## config.mk

```make
export PLATFORM = sky130hd
export DESIGN_NAME = wdog_two_stage
export DESIGN_NICKNAME = d
export VERILOG_FILES = /design/src/rtl/wdt_pkg.sv /design/src/rtl/wdt_prescaler.sv /design/src/rtl/wdt_timeout_sel.sv /design/src/rtl/wdt_regs.sv /design/src/rtl/wdt_counter.sv /design/src/rtl/wdog_two_stage.sv
export SDC_FILE = /design/constraint.sdc
export NUM_CORES = 1
export LEC_CHECK = 0
export BUFFER_PORTS_ARGS = -buffer_cell sky130_fd_sc_hd__buf_2
export CAP_MARGIN = 20
export CORE_AREA = 2 2 156 158
export CTS_CLUSTER_SIZE = 20
export DETAILED_ROUTE_END_ITERATION = 10
export DIE_AREA = 0 0 158 160
export SLEW_MARGIN = 10
export SYNTH_ARGS = -nofsm -noshare
export SYNTH_HDL_FRONTEND = slang
export SYNTH_HIERARCHICAL = 1
export SYNTH_SLANG_ARGS = --single-unit
```

## constraint.sdc

```tcl
create_clock -name clk -period 5.2 [get_ports clk]
set_input_delay 0.78 -clock clk [delete_from_list [all_inputs] [get_ports clk]]
set_output_delay 0.78 -clock clk [all_outputs]
set_load 0.05 [all_outputs]
```

## src/rtl/wdt_pkg.sv

```systemverilog
package wdt_pkg;
    localparam int CODE_W = 4;
    localparam int CNT_W  = 22;
    localparam int REG_W  = 8;
    localparam int ADDR_W = 2;

    typedef logic [CNT_W-1:0]  ticks_t;
    typedef logic [CODE_W-1:0] code_t;

    localparam logic [ADDR_W-1:0] A_TRIG = 2'd0;
    localparam logic [ADDR_W-1:0] A_TCTL = 2'd1;
    localparam logic [ADDR_W-1:0] A_IEN  = 2'd2;

    localparam logic [REG_W-1:0] TCTL_RESET = 8'h45;

    function automatic ticks_t code_to_ticks(input code_t code);
        ticks_t t;
        case (code)
            4'd0, 4'd1: t = ticks_t'(125);
            4'd2:  t = ticks_t'(250);
            4'd3:  t = ticks_t'(500);
            4'd4:  t = ticks_t'(1000);
            4'd5:  t = ticks_t'(2500);
            4'd6:  t = ticks_t'(5000);
            4'd7:  t = ticks_t'(10000);
            4'd8:  t = ticks_t'(20000);
            4'd9:  t = ticks_t'(30000);
            4'd10: t = ticks_t'(60000);
            4'd11: t = ticks_t'(120000);
            4'd12: t = ticks_t'(300000);
            4'd13: t = ticks_t'(600000);
            4'd14: t = ticks_t'(1800000);
            default: t = ticks_t'(3600000);
        endcase
        return t;
    endfunction

    typedef struct packed {
        logic   run;
        ticks_t cnt;
        logic   pulse;
    } cnt_state_t;

    typedef struct packed {
        logic [REG_W-1:0] tctl;
        logic             ien;
        logic             stat;
    } reg_state_t;
endpackage

```

## src/rtl/wdt_prescaler.sv

```systemverilog
module wdt_prescaler #(
    parameter int DIV = 100000
) (
    input  logic clk,
    input  logic rst_n,
    input  logic clear_i,
    output logic tick_o
);
    localparam int PW = (DIV > 1) ? $clog2(DIV) : 1;
    localparam logic [PW-1:0] LAST = PW'(DIV - 1);

    logic [PW-1:0] pre_d, pre_q;

    always_comb begin
        pre_d = pre_q;
        if (clear_i) begin
            pre_d = '0;
        end else if (pre_q == LAST) begin
            pre_d = '0;
        end else begin
            pre_d = pre_q + 1'b1;
        end
    end

    always_ff @(posedge clk or negedge rst_n) begin
        if (!rst_n) pre_q <= '0;
        else        pre_q <= pre_d;
    end

    assign tick_o = !clear_i && (pre_q == LAST);

    a_r4_pre_in_range: assert property (@(posedge clk) disable iff (!rst_n)
        pre_q <= LAST);
endmodule

```

## src/rtl/wdt_timeout_sel.sv

```systemverilog
module wdt_timeout_sel
    import wdt_pkg::*;
#(
    parameter int N_SEL = 2
) (
    input  logic [N_SEL*CODE_W-1:0] codes_i,
    output logic [N_SEL*CNT_W-1:0]  ticks_o
);
    for (genvar g = 0; g < N_SEL; g++) begin : g_sel
        assign ticks_o[g*CNT_W +: CNT_W] = code_to_ticks(codes_i[g*CODE_W +: CODE_W]);
    end
endmodule

```

## src/rtl/wdt_regs.sv

```systemverilog
module wdt_regs
    import wdt_pkg::*;
(
    input  logic              clk,
    input  logic              rst_n,
    input  logic              wr_en_i,
    input  logic [ADDR_W-1:0] wr_addr_i,
    input  logic [REG_W-1:0]  wr_data_i,
    input  logic [ADDR_W-1:0] rd_addr_i,
    input  logic              run_i,
    input  logic              warn_hit_i,
    output logic [REG_W-1:0]  rd_data_o,
    output logic              kick_o,
    output code_t             rst_code_o,
    output code_t             warn_code_o,
    output logic              stat_o
);
    reg_state_t s_d, s_q;
    logic       clr_req;

    assign kick_o  = wr_en_i && (wr_addr_i == A_TRIG) && wr_data_i[0];
    assign clr_req = wr_en_i && (wr_addr_i == A_TRIG) && wr_data_i[7];

    always_comb begin
        s_d = s_q;
        if (wr_en_i && wr_addr_i == A_TCTL) s_d.tctl = wr_data_i;
        if (wr_en_i && wr_addr_i == A_IEN)  s_d.ien  = wr_data_i[0];
        if (warn_hit_i && s_q.ien) begin
            s_d.stat = 1'b1;
        end else if (clr_req) begin
            s_d.stat = 1'b0;
        end
    end

    always_ff @(posedge clk or negedge rst_n) begin
        if (!rst_n) begin
            s_q.tctl <= TCTL_RESET;
            s_q.ien  <= 1'b0;
            s_q.stat <= 1'b0;
        end else begin
            s_q <= s_d;
        end
    end

    always_comb begin
        case (rd_addr_i)
            A_TRIG:  rd_data_o = {s_q.stat, 6'b0, run_i};
            A_TCTL:  rd_data_o = s_q.tctl;
            A_IEN:   rd_data_o = {7'b0, s_q.ien};
            default: rd_data_o = '0;
        endcase
    end

    assign rst_code_o  = s_q.tctl[3:0];
    assign warn_code_o = s_q.tctl[7:4];
    assign stat_o      = s_q.stat;

    a_r8_irq_needs_enable: assert property (@(posedge clk) disable iff (!rst_n)
        $rose(s_q.stat) |-> $past(s_q.ien));
    a_r8_irq_sticky: assert property (@(posedge clk) disable iff (!rst_n)
        (s_q.stat && !clr_req) |=> s_q.stat);
endmodule

```

## src/rtl/wdt_counter.sv

```systemverilog
module wdt_counter
    import wdt_pkg::*;
(
    input  logic   clk,
    input  logic   rst_n,
    input  logic   strap_i,
    input  logic   kick_i,
    input  logic   tick_i,
    input  ticks_t warn_ticks_i,
    input  ticks_t rst_ticks_i,
    output logic   run_o,
    output logic   warn_hit_o,
    output logic   pulse_o
);
    cnt_state_t s_d, s_q;
    logic       kick_ok;
    logic       warn_valid;

    assign kick_ok    = kick_i && strap_i;
    assign warn_valid = warn_ticks_i < rst_ticks_i;

    always_comb begin
        s_d       = s_q;
        s_d.pulse = 1'b0;
        if (!s_q.run) begin
            s_d.cnt = '0;
            if (kick_ok) s_d.run = 1'b1;
        end else if (kick_ok || !strap_i) begin
            s_d.cnt = '0;
        end else if (tick_i) begin
            if (s_q.cnt >= rst_ticks_i - 1'b1) begin
                s_d.cnt   = '0;
                s_d.pulse = 1'b1;
            end else begin
                s_d.cnt = s_q.cnt + 1'b1;
            end
        end
    end

    assign warn_hit_o = s_q.run && strap_i && !kick_ok && tick_i && warn_valid
                        && (s_q.cnt == warn_ticks_i - 1'b1);

    always_ff @(posedge clk or negedge rst_n) begin
        if (!rst_n) begin
            s_q.run   <= 1'b0;
            s_q.cnt   <= '0;
            s_q.pulse <= 1'b0;
        end else begin
            s_q <= s_d;
        end
    end

    assign run_o   = s_q.run;
    assign pulse_o = s_q.pulse;

    a_r7_never_stops: assert property (@(posedge clk) disable iff (!rst_n)
        s_q.run |=> s_q.run);
    a_r4_pulse_one_cycle: assert property (@(posedge clk) disable iff (!rst_n)
        s_q.pulse |=> !s_q.pulse);
    a_r2_dormant_quiet: assert property (@(posedge clk) disable iff (!rst_n)
        !s_q.run |=> !s_q.pulse);
    a_r6_kick_wins: assert property (@(posedge clk) disable iff (!rst_n)
        (kick_ok && s_q.run) |=> (!s_q.pulse && s_q.cnt == '0));
endmodule

```

## src/rtl/wdog_two_stage.sv

```systemverilog
module wdog_two_stage
    import wdt_pkg::*;
#(
    parameter int CLK_HZ = 100000000
) (
    input  logic              clk,
    input  logic              rst_n,
    input  logic              strap_en_i,
    input  logic              wr_en_i,
    input  logic [ADDR_W-1:0] wr_addr_i,
    input  logic [REG_W-1:0]  wr_data_i,
    input  logic [ADDR_W-1:0] rd_addr_i,
    output logic [REG_W-1:0]  rd_data_o,
    output logic              irq_o,
    output logic              board_rst_o
);
    localparam int TICK_HZ = 1000;
    localparam int DIV     = (CLK_HZ / TICK_HZ > 0) ? CLK_HZ / TICK_HZ : 1;

    logic   kick, run, tick, warn_hit, pre_clear;
    code_t  rst_code, warn_code;
    ticks_t rst_ticks, warn_ticks;
    logic [2*CNT_W-1:0] sel_ticks;

    wdt_regs u_regs (
        .clk         (clk),
        .rst_n       (rst_n),
        .wr_en_i     (wr_en_i),
        .wr_addr_i   (wr_addr_i),
        .wr_data_i   (wr_data_i),
        .rd_addr_i   (rd_addr_i),
        .run_i       (run),
        .warn_hit_i  (warn_hit),
        .rd_data_o   (rd_data_o),
        .kick_o      (kick),
        .rst_code_o  (rst_code),
        .warn_code_o (warn_code),
        .stat_o      (irq_o)
    );

    wdt_timeout_sel #(.N_SEL(2)) u_sel (
        .codes_i ({warn_code, rst_code}),
        .ticks_o (sel_ticks)
    );

    assign rst_ticks  = sel_ticks[0 +: CNT_W];
    assign warn_ticks = sel_ticks[CNT_W +: CNT_W];

    assign pre_clear = !run || !strap_en_i || (kick && strap_en_i);

    wdt_prescaler #(.DIV(DIV)) u_pre (
        .clk     (clk),
        .rst_n   (rst_n),
        .clear_i (pre_clear),
        .tick_o  (tick)
    );

    wdt_counter u_cnt (
        .clk          (clk),
        .rst_n        (rst_n),
        .strap_i      (strap_en_i),
        .kick_i       (kick),
        .tick_i       (tick),
        .warn_ticks_i (warn_ticks),
        .rst_ticks_i  (rst_ticks),
        .run_o        (run),
        .warn_hit_o   (warn_hit),
        .pulse_o      (board_rst_o)
    );

    a_r3_strap_gates_reset: assert property (@(posedge clk) disable iff (!rst_n)
        !strap_en_i |=> !board_rst_o);
    a_r3_strap_gates_irq: assert property (@(posedge clk) disable iff (!rst_n)
        !strap_en_i |=> !$rose(irq_o));
    a_r9_no_late_warning: assert property (@(posedge clk) disable iff (!rst_n)
        (warn_ticks >= rst_ticks) |-> !warn_hit);
endmodule

```

**Yosys cells after proc, flatten, opt, wreduce, memory -nomap -nowiden**

Memories as Yosys holds them, arrays and structs flattened.
Index checks and enable logic that the tools add are counted.

- Flip-flop bits (word level): 51
- Latch bits: 0
- Memory bits (writable): 0
- Memory bits (read-only): 704
- Input port bits: 16
- Output and inout bits: 10
- Memories: 2

- Add/subtract/negate cells: 4
- Multiply operators: 0
- Div/mod/pow operators: 0
- Order comparisons: 2
- Equal/unequal tests: 7
- Shift operators: 0
- Muxes and demuxes: 14
- Bitwise operators: 0
- Reductions and logical operators: 23

Memory list:

| memory | depth | width | read ports | clocked after Yosys merged registers in | wr ports | RTL line | text |
|---|---|---|---|---|---|---|---|
| (no name shown) | 16 | 22 | 1 | 0 | 0 | wdt_pkg.sv:18 | `case (code)` |
| (no name shown) | 16 | 22 | 1 | 0 | 0 | wdt_pkg.sv:18 |  |

Operators with widths:

| operator | number |
|---|---|
| $mux W22 | 3 |
| $sub A22 B1 Y22 const B | 2 |
| $mux W17 | 2 |
| $pmux W8 S3 | 1 |
| $mux W23 | 1 |
| $add A22 B1 Y22 const B | 1 |
| $eq A22 B22 Y1 | 1 |
| $ge A22 B22 Y1 | 1 |
| $lt A22 B22 Y1 | 1 |
| $add A17 B1 Y17 const B | 1 |
| $eq A17 B17 Y1 const B | 1 |
| $logic_and A1 B1 Y1 | 13 |
| $mux W1 | 7 |
| $eq A2 B1 Y1 const B | 2 |
| $eq A2 B2 Y1 const B | 2 |
| $logic_not A1 Y1 | 4 |
| $logic_not A2 Y1 | 2 |
| $logic_or A1 B1 Y1 | 3 |
| $ne A3 B2 Y1 const B | 1 |
| $reduce_bool A2 Y1 | 1 |

**Logic depth before layout (Yosys ltp)**

- Depth after elaboration: 12
- Depth in mapped cells: 22

**Hierarchy**

The synthesis kept the hierarchy.

By module, submodules not included:

| module | times used | cells each | area an instance (µm²) | seq. area each (µm²) |
|---|---|---|---|---|
| wdt_counter | 1 | 451 | 3523.4 | 600.6 |
| wdt_prescaler | 1 | 85 | 879.6 | 425.4 |
| wdt_timeout_sel | 1 | 123 | 830.8 | 0.0 |
| wdt_regs | 1 | 44 | 555.5 | 254.0 |
| wdog_two_stage | 1 | 1 | 7.5 | 0.0 |

**Least setup slack after synthesis**

Ideal clock, no wire load.

- Kind: register to register
- Start: register u_regs.s_q (netlist bit u_regs/rst_code_o[0])
- End: register u_cnt/s_q[3] in the netlist's numbering
- Library setup time: 82 ps
- Data arrival time: 4602 ps
- Slack: 516 ps
- Stages on the path, launching flop included: 21
- Buffers on the path: 3
- Path through: dfstp_2 buf_4 ha_1 nor2b_1 a2bb2oi_1 nor4_1 nand3_1 or4_1 nand2b_1 nor3_1 xnor2_1 ha_1 a21o_1 a21o_1 a21oi_1 o221ai_1 o21ba_2 clkbuf_1 clkbuf_1 nand3b_1 a31oi_1

- Cells in the longest elaborated chain, start to end: 7

RTL lines:

| element | RTL line | text |
|---|---|---|
| from (decl) | wdt_regs.sv:18 | `reg_state_t s_d, s_q;` |
| $mem_v2 Z16 W22 | n/a |  |
| net sel_ticks[5] | wdog_two_stage.sv:23 | `logic [2*CNT_W-1:0] sel_ticks;` |
| $sub A22 B1 Y22 | wdt_counter.sv:31 | `if (s_q.cnt >= rst_ticks_i - 1'b1) begin` |
| $ge A22 B22 Y1 | wdt_counter.sv:31 |  |
| $mux W22 | wdt_counter.sv:31 |  |
| $mux W23 | wdt_counter.sv:30 | `end else if (tick_i) begin` |
| $mux W22 | wdt_counter.sv:28 | `end else if (kick_ok \|\| !strap_i) begin` |
| $mux W22 | wdt_counter.sv:25 | `if (!s_q.run) begin` |
| to (decl) | wdt_counter.sv:15 | `cnt_state_t s_d, s_q;` |

The timed path passes the listed nets, and every way through them passes these cells. The select of a mux whose other input is x is not followed.
A chain may end at the register's enable or synchronous reset.

**Worst setup path after layout**

- Start: register u_regs.s_q (netlist bit u_regs/rst_code_o[0])
- End: register u_cnt/s_q[19] in the netlist's numbering

Same word-level chain as after synthesis.

==> flow_summary_export.csv <==
group,metric,value,unit
critical_path,critPathKind,"reg -> reg",
detailed_routing,wl,15.9,mm
clock_tree,path_clk_slew,0.08,ns
critical_path,cp.arrival,5.11,ns
placed_design,place.gp.congestion,0.891,
timing,finalCriticalPeriod,4.92,ns
timing,tightest_slew,0.849,ns
run_status,status,"finished, final reports clean",
detailed_routing,route.detailed.drc,0,
synthesis,synth_fp_nets,783,
final_layout,final_common_cell,"ha_1",
clock_tree,cts_tree,"built",
synthesis,synth_area,5800,sq um
detailed_routing,drt-wirelength-per-cell,15.3,um
critical_path,reg2reg_setup_slack,0.28,ns
final_layout,final_util,26.9,%
final_layout,drive_above_1_share,12.7,%
clock_tree,ctsLongestPathBuffers,2,
power_and_ir_drop,p_per_area,286,nW/um^2
floorplan,io_pins,26,
global_route,grt_pass1_wl,25.9,mm
placed_design,hpwl,12.2,mm
timing,slew_violations,0,
synthesis,ys_types,81,
critical_path,cp-start-kind,"flip-flop",
floorplan,fp.dieH,160,um
timing,finClkSkew,0.00932,ns
power_and_ir_drop,max-vdd-ir-drop,0.148,mV
power_and_ir_drop,comb_power_share,52.9,%
power_and_ir_drop,sequentialPowerShare,25.6,%
timing,finalSetupViolCount,0,
final_layout,area_growth,10.5,%
synthesis,syn_inst,704,
floorplan,rows,57,
synthesis,synthMuxAreaShare,3.99,%
critical_path,crit_required,5.38,ns
clock_tree,htreeDepth,2,
power_and_ir_drop,clkPwrFrac,21.5,%
timing,final-hold-violation-count,0,
detailed_routing,via_per_inst,5.05,
global_route,grt_max_degree,52,
synthesis,synth-edff-count,0,
final_layout,nets,792,
floorplan,start_util,24.3,%
min_path,hold_path.class,"reg -> reg",
timing,clock.fmax,203,MHz
floorplan,die_area,25300,sq um
synthesis,yosys.area_share.adder,13.6,%
critical_path,critPathMaxFanout,9,
clock_tree,cts.root.buffer_cell,"clkbuf_16",
power_and_ir_drop,leakagePower,0.00263,uW
global_route,grt-ovfl-total,0,
detailed_routing,dr_total_vias,5241,
detailed_routing,drt-initial-drc-count,469,
global_route,grt_use_total,12.8,%
power_and_ir_drop,swShare,44.6,%
power_and_ir_drop,switchingPower,819,uW
clock_tree,cts.sinks,51,
timing,fin_crit_sh,94.7,%
synthesis,ys_warn_count,6,
final_layout,final_area,6410,sq um
global_route,first_global_vias,4840,
timing,slew_headroom,43.4,%
final_layout,layout_common_cells,"62 x ha_1, 56 x nor2_1, 52 x nand2_1, 52 x xnor2_1, 48 x dfrtp_1",
flow_run,cap_viol_max_count,0,
synthesis,synth_compound_area_share,14.7,%
synthesis,postSynth.asyncResetShare,100,%
placed_design,port_buffers,25,
floorplan,die-width,158,um
power_and_ir_drop,p_int,1020,uW
placed_design,post_dp_cell_area,6180,sq um
detailed_routing,first_pass_iters,6,
floorplan,coreArea,23800,sq um
detailed_routing,final_antenna_net_count,0,
synthesis,postSynthAreaPerCell,8.23,sq um
clock_tree,cts_buffers,5,
synthesis,synth.yosys.seq_area_share,22.1,%
global_route,antenna_found_initial,0,
synthesis,synthSimpleGateAreaFrac,29.2,%
synthesis,ys_ff_latch,51,
synthesis,synth_top_family_by_area,"simple AND/OR/NAND/NOR gates",
critical_path,end_kind,"flip-flop",
timing,timing.hold.ws,0.514,ns
final_layout,antennaDiodeCount,0,
synthesis,synth_xor_xnor_area_share,9.97,%
synthesis,synth_ff_type,"dfrtp_1",
clock_tree,clk_latency,0.31,ns
## what timing repair did
| item | 4_1_cts | 5_1_grt |
|---|---|---|
| gates resized for setup | 0 | 6 |
| hold buffers | 0 | 0 |
| setup buffers | 0 | 3 |
| endpoints found under the setup margin | 0 | 21 |
## per-stage QoR
stage | setup WS (ns) | TNS [ns] | std cells | total power, uW
after floorplan | 0.516 | 0 | 704 | 1210
after global placement | 0.214 | 0 | 1027 | 1400
after detailed placement | 0.118 | 0 | 1027 | 1410
after CTS | 0.0857 | 0 | 1035 | 1830
after global routing | -0.00571 | -0.00571 | 1038 | 1980
final | 0.277 | 0 | 1038 | 1830
## power groups by stage
| stage | Sequential (uW) | Clock (uW) | Combinational (uW) |
|---|---|---|---|
| finish | 470 | 395 | 970 |
| global route | 475 | 425 | 1080 |
| CTS | 468 | 410 | 948 |
| detailed placement | 476 | 0 | 937 |
| global placement | 476 | 0 | 928 |
| floorplan | 433 | 0 | 776 |
## routing by layer
| layer | vias up | track usage, % | routed length (um) |
|---|---|---|---|
| met5 | - | 0 | 0 |
| met4 | 0 | 3.56 | 270 |
| met3 | 21 | 1.68 | 637 |
| met2 | 127 | 20.3 | 7460 |
| met1 | 2518 | 18.1 | 7490 |
| li1 | 2575 | - | - |
## cells in the mapped netlist, types with 3 or more instances
cell type   n  area share (%)
ha_1       63              14
nor2_1     56             3.6
nand2_1    52             3.4
xnor2_1    52             7.9
dfrtp_1    48              21
nand3_1    40             3.5
inv_1      38             2.5
a21oi_1    36             3.1
nor3_1     26             2.2
o21ai_0    18             1.6
nand4_1    17             1.8
nor4_1     17             1.8
a31oi_1    16             1.7
clkbuf_1   15            0.97
xor2_1     14             2.1
buf_4      13             1.7
a21o_1     11             1.4
and3_1     11             1.2
mux2i_1    10             1.7
mux2_2      9             1.7
nand3b_1    9             1.2
and2_1      8            0.86
nor2b_1     8            0.86
nand2b_1    6            0.65
o211ai_1    6            0.78
a211oi_1    5            0.65
buf_6       5            0.97
o221ai_1    5            0.76
o31ai_1     5            0.65
o22ai_1     4            0.43
or3_1       4            0.43
a2bb2oi_1   3            0.45
and4_1      3            0.45
dfstp_2     3             1.4
nor3b_1     3            0.39
nor4_2      3            0.65
nor4b_1     3            0.45
o21ai_1     3            0.26
or2_2       3            0.32
or4_1       3            0.39
## logic make-up after synthesis
logic type	Yosys count
AO/OA/AOI/OAI	130
XOR/XNOR	66
adder cells (fa/ha/maj)	63
buffers and inverters	76
flip-flops	51
multiplexers	21
AND/OR/NAND/NOR	297
## path summary, 6_finish.rpt
path,cells after the start,endpoint,start
worst min register to register,1,u_pre/pre_q[0]$_DFF_PN0_,u_pre/pre_q[0]$_DFF_PN0_
min in group asynchronous,2,u_pre/pre_q[0]$_DFF_PN0_,rst_n
worst max-delay path,18,u_cnt/s_q[19]$_DFFE_PN0P_,u_regs/rst_code_o[0]$_DFFE_PN1P_
max in group asynchronous,2,u_cnt/s_q[13]$_DFFE_PN0P_,rst_n
worst max register to register,18,u_cnt/s_q[19]$_DFFE_PN0P_,u_regs/rst_code_o[0]$_DFFE_PN1P_
worst min-delay path,1,u_pre/pre_q[0]$_DFF_PN0_,u_pre/pre_q[0]$_DFF_PN0_
## area by class of cell
type | count | area [sq um]
Inverter | 41 | 154
Timing Repair Buffer | 37 | 228
Clock inverter | 2 | 38.8
Sequential cell | 51 | 1280
Multi-Input combinational cell | 577 | 4170
Tap cell | 324 | 405
Clock buffer | 6 | 129
Fill cell | 2580 | 17400
## registers in the layout (all words and copies together) (netlist names)
name	cells
u_cnt/run_o	1
u_regs/stat_o	1
u_regs/warn_code_o	4
u_regs/rst_code_o	4
u_regs/s_q	1
u_pre/pre_q	17
u_cnt/pulse_o	1
u_cnt/s_q	22
## worst max-delay path, stage by stage, from the launching register on
cell	delay, ns
dfstp_2	0.65
ha_2	0.25
nor2b_2	0.20
a2bb2oi_1	0.16
nor4_2	0.35
nand3_1	0.21
or4_1	0.57
nand2b_1	0.23
nor3_1	0.20
xnor2_1	0.10
ha_1	0.30
nand4_1	0.13
or2_2	0.36
a211o_1	0.30
o21ba_4	0.28
buf_12	0.14
buf_4	0.14
a31oi_1	0.16
mux2i_1	0.09
No activity file was read; power rests on OpenSTA's default activity.
